File: config.mk
export PLATFORM = sky130hd
export DESIGN_NAME = iso_in_ep_ctrl
export DESIGN_NICKNAME = d
export VERILOG_FILES = /design/src/rtl/iso_in_pkg.sv /design/src/rtl/iso_in_rst_sync.sv /design/src/rtl/iso_in_bank_store.sv /design/src/rtl/iso_in_tx_seq.sv /design/src/rtl/iso_in_ep_ctrl.sv
export SDC_FILE = /design/constraint.sdc
export NUM_CORES = 1
export LEC_CHECK = 0
export BUFFER_PORTS_ARGS = -buffer_cell sky130_fd_sc_hd__buf_2
export CORE_MARGIN = 2
export CORE_UTILIZATION = 35
export CTS_BUF_LIST = sky130_fd_sc_hd__clkbuf_4
export CTS_CLUSTER_DIAMETER = 200
export DETAILED_ROUTE_END_ITERATION = 8
export PLACE_DENSITY_LB_ADDON = 0.15
export SETUP_SLACK_MARGIN = 0.4
export SYNTH_ARGS = -nofsm -noshare
export SYNTH_HDL_FRONTEND = slang
export SYNTH_SLANG_ARGS = --single-unit
File: constraint.sdc
create_clock -name clk -period 3.5 [get_ports clk]
set_input_delay 0.875 -clock clk [delete_from_list [all_inputs] [get_ports clk]]
set_output_delay 0.875 -clock clk [all_outputs]
set_load 0.02 [all_outputs]
File: src/rtl/iso_in_pkg.sv
package iso_in_pkg;
  typedef enum logic [1:0] {
    TX_IDLE = 2'd0,
    TX_SEND = 2'd1,
    TX_WAIT = 2'd2
  } tx_state_e;
endpackage

File: src/rtl/iso_in_rst_sync.sv
module iso_in_rst_sync #(
  parameter int STAGES = 2
) (
  input  logic clk,
  input  logic rst_n_in,
  output logic rst_n_out
);
  logic [STAGES-1:0] sync_q;

  always_ff @(posedge clk or negedge rst_n_in) begin
    if (!rst_n_in) sync_q <= '0;
    else           sync_q <= {sync_q[STAGES-2:0], 1'b1};
  end

  assign rst_n_out = sync_q[STAGES-1];
endmodule

File: src/rtl/iso_in_bank_store.sv
module iso_in_bank_store #(
  parameter int DATA_W = 8,
  parameter int DEPTH  = 16,
  localparam int IDX_W = (DEPTH > 1) ? $clog2(DEPTH) : 1,
  localparam int CNT_W = $clog2(DEPTH + 1)
) (
  input  logic              clk,
  input  logic              rst_n,
  input  logic              ep_clear,
  input  logic              wr_en,
  input  logic              wr_bank,
  input  logic [DATA_W-1:0] wr_data,
  input  logic              rel_en,
  input  logic              rel_bank,
  input  logic              rd_bank,
  input  logic [IDX_W-1:0]  rd_idx,
  output logic [CNT_W-1:0]  rd_cnt,
  output logic [DATA_W-1:0] rd_data,
  output logic              ovf
);
  localparam int NBANK = 2;

  logic [NBANK-1:0][CNT_W-1:0]  cnt_vec;
  logic [NBANK-1:0][DATA_W-1:0] data_vec;
  logic                         ovf_q, ovf_d;
  logic                         wr_full;

  for (genvar b = 0; b < NBANK; b++) begin : g_bank
    logic [CNT_W-1:0]  cnt_q, cnt_d;
    logic [DATA_W-1:0] mem_q [DEPTH];
    logic              hit, full, store;

    assign hit   = wr_en && (wr_bank == 1'(b));
    assign full  = (cnt_q == CNT_W'(DEPTH));
    assign store = hit && !full && !ep_clear;

    always_comb begin
      cnt_d = cnt_q;
      if (ep_clear || (rel_en && rel_bank == 1'(b))) cnt_d = '0;
      else if (store)                                cnt_d = cnt_q + 1'b1;
    end

    always_ff @(posedge clk or negedge rst_n) begin
      if (!rst_n) cnt_q <= '0;
      else        cnt_q <= cnt_d;
    end

    always_ff @(posedge clk) begin
      if (store) mem_q[cnt_q[IDX_W-1:0]] <= wr_data;
    end

    assign cnt_vec[b]  = cnt_q;
    assign data_vec[b] = mem_q[rd_idx];

    AST_CNT_BOUND: assert property (@(posedge clk) disable iff (!rst_n)
      cnt_q <= CNT_W'(DEPTH));
    AST_FULL_HOLDS: assert property (@(posedge clk) disable iff (!rst_n)
      (full && hit && !ep_clear && !(rel_en && rel_bank == 1'(b))) |=> (cnt_q == CNT_W'(DEPTH)));
  end

  assign wr_full = (cnt_vec[wr_bank] == CNT_W'(DEPTH));

  always_comb begin
    ovf_d = ovf_q;
    if (ep_clear)              ovf_d = 1'b0;
    else if (wr_en && wr_full) ovf_d = 1'b1;
  end

  always_ff @(posedge clk or negedge rst_n) begin
    if (!rst_n) ovf_q <= 1'b0;
    else        ovf_q <= ovf_d;
  end

  assign rd_cnt  = cnt_vec[rd_bank];
  assign rd_data = data_vec[rd_bank];
  assign ovf     = ovf_q;
endmodule

File: src/rtl/iso_in_tx_seq.sv
module iso_in_tx_seq
  import iso_in_pkg::*;
#(
  parameter int DEPTH  = 16,
  localparam int IDX_W = (DEPTH > 1) ? $clog2(DEPTH) : 1,
  localparam int CNT_W = $clog2(DEPTH + 1)
) (
  input  logic             clk,
  input  logic             rst_n,
  input  logic             ep_clear,
  input  logic             start,
  input  logic [CNT_W-1:0] bank_cnt,
  input  logic             ack,
  output logic             tx_valid,
  output logic             tx_last,
  output logic [IDX_W-1:0] rd_idx,
  output logic             busy,
  output logic             sent
);
  tx_state_e        state_q, state_d;
  logic [IDX_W-1:0] idx_q, idx_d;
  logic             last_now;

  assign last_now = (bank_cnt == '0) || (CNT_W'(idx_q) == bank_cnt - 1'b1);

  always_comb begin
    state_d = state_q;
    idx_d   = idx_q;
    sent    = 1'b0;
    unique case (state_q)
      TX_IDLE: if (start) begin
        state_d = TX_SEND;
        idx_d   = '0;
      end
      TX_SEND: if (last_now) state_d = TX_WAIT;
               else          idx_d   = idx_q + 1'b1;
      TX_WAIT: if (ack) begin
        state_d = TX_IDLE;
        sent    = 1'b1;
      end
      default: state_d = TX_IDLE;
    endcase
    if (ep_clear) begin
      state_d = TX_IDLE;
      idx_d   = '0;
      sent    = 1'b0;
    end
  end

  always_ff @(posedge clk or negedge rst_n) begin
    if (!rst_n) begin
      state_q <= TX_IDLE;
      idx_q   <= '0;
    end else begin
      state_q <= state_d;
      idx_q   <= idx_d;
    end
  end

  assign tx_valid = (state_q == TX_SEND) && (bank_cnt != '0);
  assign tx_last  = (state_q == TX_SEND) && last_now;
  assign rd_idx   = idx_q;
  assign busy     = (state_q != TX_IDLE);

  AST_LAST_ENDS_PKT: assert property (@(posedge clk) disable iff (!rst_n)
    tx_last |=> (!tx_valid && !tx_last));
  AST_SEND_NEEDS_START: assert property (@(posedge clk) disable iff (!rst_n)
    $rose(busy) |-> $past(start));
endmodule

File: src/rtl/iso_in_ep_ctrl.sv
module iso_in_ep_ctrl #(
  parameter int DATA_W     = 8,
  parameter int BANK_DEPTH = 16
) (
  input  logic              clk,
  input  logic              rst_n,
  input  logic              ep_enable,
  input  logic              ep_config,
  input  logic              pingpong,
  input  logic              int_en,
  input  logic              wr_valid,
  input  logic [DATA_W-1:0] wr_data,
  input  logic              set_ready,
  input  logic              clr_done,
  output logic              fw_ready,
  output logic              fw_done,
  output logic              wr_ovf,
  input  logic              in_token,
  output logic              tx_valid,
  output logic [DATA_W-1:0] tx_data,
  output logic              tx_last,
  input  logic              tx_ack,
  input  logic              bus_reset_end,
  input  logic              clr_eor,
  output logic              eor_flag,
  output logic              irq
);
  localparam int IDX_W = (BANK_DEPTH > 1) ? $clog2(BANK_DEPTH) : 1;
  localparam int CNT_W = $clog2(BANK_DEPTH + 1);

  logic             srst_n;
  logic [1:0]       ready_q, ready_d, done_q, done_d;
  logic             wr_ptr_q, wr_ptr_d, rd_ptr_q, rd_ptr_d;
  logic             eor_q, eor_d;
  logic             eor_hit, tok_ok, wr_en, tx_busy, tx_sent;
  logic [CNT_W-1:0] rd_cnt;
  logic [IDX_W-1:0] rd_idx;

  iso_in_rst_sync #(.STAGES(2)) u_rst (
    .clk(clk), .rst_n_in(rst_n), .rst_n_out(srst_n)
  );

  assign eor_hit = bus_reset_end && !eor_q;
  assign tok_ok  = in_token && ep_enable && ep_config && ready_q[rd_ptr_q] && !tx_busy;
  assign wr_en   = wr_valid && !ready_q[wr_ptr_q] && !done_q[wr_ptr_q];

  iso_in_bank_store #(.DATA_W(DATA_W), .DEPTH(BANK_DEPTH)) u_store (
    .clk(clk), .rst_n(srst_n), .ep_clear(eor_hit),
    .wr_en(wr_en), .wr_bank(wr_ptr_q), .wr_data(wr_data),
    .rel_en(tx_sent), .rel_bank(rd_ptr_q),
    .rd_bank(rd_ptr_q), .rd_idx(rd_idx),
    .rd_cnt(rd_cnt), .rd_data(tx_data), .ovf(wr_ovf)
  );

  iso_in_tx_seq #(.DEPTH(BANK_DEPTH)) u_seq (
    .clk(clk), .rst_n(srst_n), .ep_clear(eor_hit),
    .start(tok_ok), .bank_cnt(rd_cnt), .ack(tx_ack),
    .tx_valid(tx_valid), .tx_last(tx_last), .rd_idx(rd_idx),
    .busy(tx_busy), .sent(tx_sent)
  );

  always_comb begin
    ready_d  = ready_q;
    done_d   = done_q;
    wr_ptr_d = wr_ptr_q;
    rd_ptr_d = rd_ptr_q;
    eor_d    = eor_q;
    if (clr_eor) eor_d = 1'b0;
    if (set_ready && !ready_q[wr_ptr_q]) begin
      ready_d[wr_ptr_q] = 1'b1;
      if (pingpong) wr_ptr_d = ~wr_ptr_q;
    end
    if (clr_done) done_d[wr_ptr_q] = 1'b0;
    if (tx_sent) begin
      ready_d[rd_ptr_q] = 1'b0;
      done_d[rd_ptr_q]  = 1'b1;
      if (pingpong) rd_ptr_d = ~rd_ptr_q;
    end
    if (eor_hit) begin
      ready_d  = '0;
      done_d   = '0;
      wr_ptr_d = 1'b0;
      rd_ptr_d = 1'b0;
      eor_d    = 1'b1;
    end
  end

  always_ff @(posedge clk or negedge srst_n) begin
    if (!srst_n) begin
      ready_q  <= '0;
      done_q   <= '0;
      wr_ptr_q <= 1'b0;
      rd_ptr_q <= 1'b0;
      eor_q    <= 1'b0;
    end else begin
      ready_q  <= ready_d;
      done_q   <= done_d;
      wr_ptr_q <= wr_ptr_d;
      rd_ptr_q <= rd_ptr_d;
      eor_q    <= eor_d;
    end
  end

  assign fw_ready = ready_q[wr_ptr_q];
  assign fw_done  = done_q[wr_ptr_q];
  assign eor_flag = eor_q;
  assign irq      = int_en && ((|done_q) || eor_q);

  AST_TOKEN_GATED: assert property (@(posedge clk) disable iff (!srst_n)
    $rose(tx_busy) |-> $past(ep_enable && ep_config && in_token));
  AST_SENT_SETS_DONE: assert property (@(posedge clk) disable iff (!srst_n)
    (tx_sent && !eor_hit) |=> done_q[$past(rd_ptr_q)]);
  AST_EOR_CLEARS: assert property (@(posedge clk) disable iff (!srst_n)
    eor_hit |=> (ready_q == 2'b00 && done_q == 2'b00 && eor_q && !tx_busy));
  AST_EOR_STICKY: assert property (@(posedge clk) disable iff (!srst_n)
    (eor_q && !clr_eor) |=> eor_q);
  AST_SINGLE_PTR: assert property (@(posedge clk) disable iff (!srst_n)
    (!pingpong && !wr_ptr_q) |=> !wr_ptr_q);
endmodule

==> results.json <==
{
  "status": "finished with violations",
  "violations": "negative setup slack",
  "clock_path_buffers": 3,
  "grt_pass1_vias": 6787,
  "route.met2.wl_mm": 13.45,
  "clkLatencyLatePin_ps": 700,
  "synth_cells": 587,
  "vias": 6207,
  "rr_startpoint": "wr_ptr_q",
  "synth_top_area_frac": 0.6639,
  "relSlewSlack": 0.3077,
  "drive_gt1_frac": 0.4184,
  "power_density_nw_per_um2": 563.4,
  "highest_layer": "met4",
  "critical-path-top-delay-family": "multiplexers",
  "finalWorstSetupSlack_ps": -303.6,
  "ant_nets": 0,
  "grt_max_degree": 42,
  "crit_type": "reg2out",
  "end_kind": "primary output",
  "synth_area_sq_um": 11580,
  "setup_tns_ps": -2267,
  "wire_per_inst_um": 21.68,
  "yosys.area.top_type": "edfxtp_1",
  "syn_area_per_cell_sq_um": 19.73,
  "peakVddDrop_uv": 232.1,
  "fmax_mhz": 262.9,
  "p_leak_uw": 0.004682,
  "max_stage_delay_ps": 510,
  "worstHoldStart": "u_rst.sync_q[0]",
  "hpwlAfterDp_mm": 16.68,
  "fin_nets": 762,
  "ioPinCount": 36,
  "period_share": 1.087,
  "cts_tree": "yes",
  "drt-initial-drc-count": 471,
  "synthFlopType": "edfxtp_1",
  "synth_edf_count": 256,
  "worst_pin_slew_ps": 1038,
  "wl_met3_mm": 1.232,
  "cts_num_sinks": 282,
  "drcViolationCount": 0,
  "synth_seq_area_share": 0.7200,
  "slowest_stage": "dfrtp_4",
  "whs_endpoint": "u_rst.sync_q[1]",
  "drv_slew": 0,
  "r2r_setup_slack_ps": 670,
  "wirelength_met1_mm": 11.57,
  "synth.distinct_cells": 51,
  "hold_viol": 0,
  "grt_use_total": 0.1619,
  "rr_worst_depth": 5,
  "yosysWarnings": 0,
  "worstReg2RegEnd": "u_store.g_bank[0].mem_q[4][1]",
  "worst-path-buf-inv": 4,
  "cp_cell_sequence": "buf_12 > buf_12 > buf_16 > mux4_2 > mux4_2 > mux2_4 > buf_6",
  "synth.net_count": 619,
  "areaGrowthSynthToFinish_pct": 21.32,
  "fin_crit_ps": 3804,
  "crit_arrival_ps": 2930,
  "rsz0062_at_grt": "yes",
  "hold_depth": 0,
  "grt_pass1_wl_mm": 40.66,
  "synth_most_common_cell": "edfxtp_1",
  "cap_violations": 0,
  "die_x_um": 185.9,
  "gp_congestion": 0.8232,
  "vias_per_cell": 5.059,
  "critPathLaunchType": "register",
  "cts_root_buf": "clkbuf_4",
  "clk_pin_slew_ps": 60,
  "skew_ps": 61.15,
  "setup_violations": 8,
  "wirelength_mm": 26.60,
  "initial_utilization": 0.3559,
  "port_buffers": 35,
  "yosys-top-cells-area": "edfxtp_1 66%, mux4_2 16%, dfrtp_1 5.6%",
  "synth_seq_cells": 282,
  "drt-pass1-iter-count": 6,
  "cp.required_ps": 2620,
  "ys_top_cells_by_count": "256 x edfxtp_1, 80 x mux4_2, 29 x nor2_1, 26 x dfrtp_1, 18 x clkbuf_1",
  "async_reset_ff_frac": 0.09220,
  "whs_ps": 350.1,
  "htreeDepth": 3,
  "crit_fanout": 6,
  "antenna_found_initial": 1,
  "fp.coreArea_sq_um": 32540,
  "dieArea_sq_um": 34560,
  "die_h_um": 185.9,
  "rows": 66,
  "hold_class": "reg2reg",
  "overflow": 0,
  "cts_inserted_buffers": 78
}
## placed cells by master (no fill, tap or decap), drive strengths merged, types with 11 or more instances in the layout
| cell | instances |
|---|---|
| ha | 11 |
| and2 | 14 |
| dfrtp | 26 |
| mux4 | 80 |
| clkbuf | 116 |
| buf | 89 |
| nor2 | 29 |
| mux2 | 11 |
| nand2 | 17 |
| inv | 15 |
| clkinv | 13 |
| edfxtp | 256 |
## what timing repair did
action	4_1_cts	5_1_grt
pin swaps	5	0
buffers inserted	15	0
cloned	6	0
hold buffers	1	0
endpoints found under the hold margin	2	0
resized for setup	55	7
setup endpoints to repair	10	10
## routing by layer
layer	track usage	up-vias
met1	0.2096	3277
met4	0.04976	0
met3	0.04128	38
met2	0.2687	159
li1	-	2733
met5	0	-
## how the worst max path moves through the flow
stage,start,to,cells past startpoint
2_1_floorplan,u_seq.rd_idx[0],tx_data[7],6
3_5_place_dp,u_seq.rd_idx[0],tx_data[3],5
6_report,u_seq.rd_idx[0],tx_data[6],7
4_1_cts,u_seq.rd_idx[0],tx_data[6],7
5_1_grt,u_seq.rd_idx[0],tx_data[0],7
3_3_place_gp,u_seq.rd_idx[0],tx_data[3],5
## flip-flops by register name, summed over array words and instances, names as in the netlist
| name | cells |
|---|---|
| u_store.g_bank.mem_q | 256 |
| u_store.g_bank.cnt_q | 10 |
| u_seq.rd_idx | 4 |
| done_q | 2 |
| ready_q | 2 |
| u_rst.sync_q | 2 |
| u_seq.state_q | 2 |
| eor_flag | 1 |
| rd_ptr_q | 1 |
| u_store.ovf | 1 |
| wr_ptr_q | 1 |
## through the flow
| stage | total power, uW | area (sq um) | setup slack, ps | utilization | std cells |
|---|---|---|---|---|---|
| floorplan | 4459 | 11590 | 436.6 | - | 587 |
| global placement | 4756 | 12510 | 304.4 | 0.3846 | 1070 |
| detailed placement | 4772 | 12510 | 294.8 | 0.3846 | 1070 |
| CTS | 8017 | 14010 | -380.1 | 0.4306 | 1226 |
| global route | 8332 | 14050 | -422.1 | 0.4318 | 1227 |
| finish | 7914 | 14050 | -303.6 | 0.4318 | 1227 |
## power breakdown
part	internal [uW]	switching (uW)	total (uW)
Combinational	618	594	1210
Sequential	3740	58.7	3800
Clock	1590	1320	2900
Total	5950	1970	7910
## area by class of cell
cell class	instances	area, sq um
inverters	14	55.05
multi-input cells	264	3222
diodes	1	2.502
well taps	442	553.0
repair buffers	90	882.1
clock buffers	116	870.8
fillers	2948	18490
flip-flops and latches	282	8347
clock inverters	18	116.4
## kinds of logic after synthesis
group	after synthesis	synth area share
flops	282	0.7200
compound gates	34	0.02172
fa+ha+maj	11	0.01189
other cells	1	0.0003238
xor+xnor	12	0.009076
mux	99	0.1732
buf+inv	41	0.01394
simple gates	107	0.04981
Note: power is estimated with default switching activity, not from simulation.
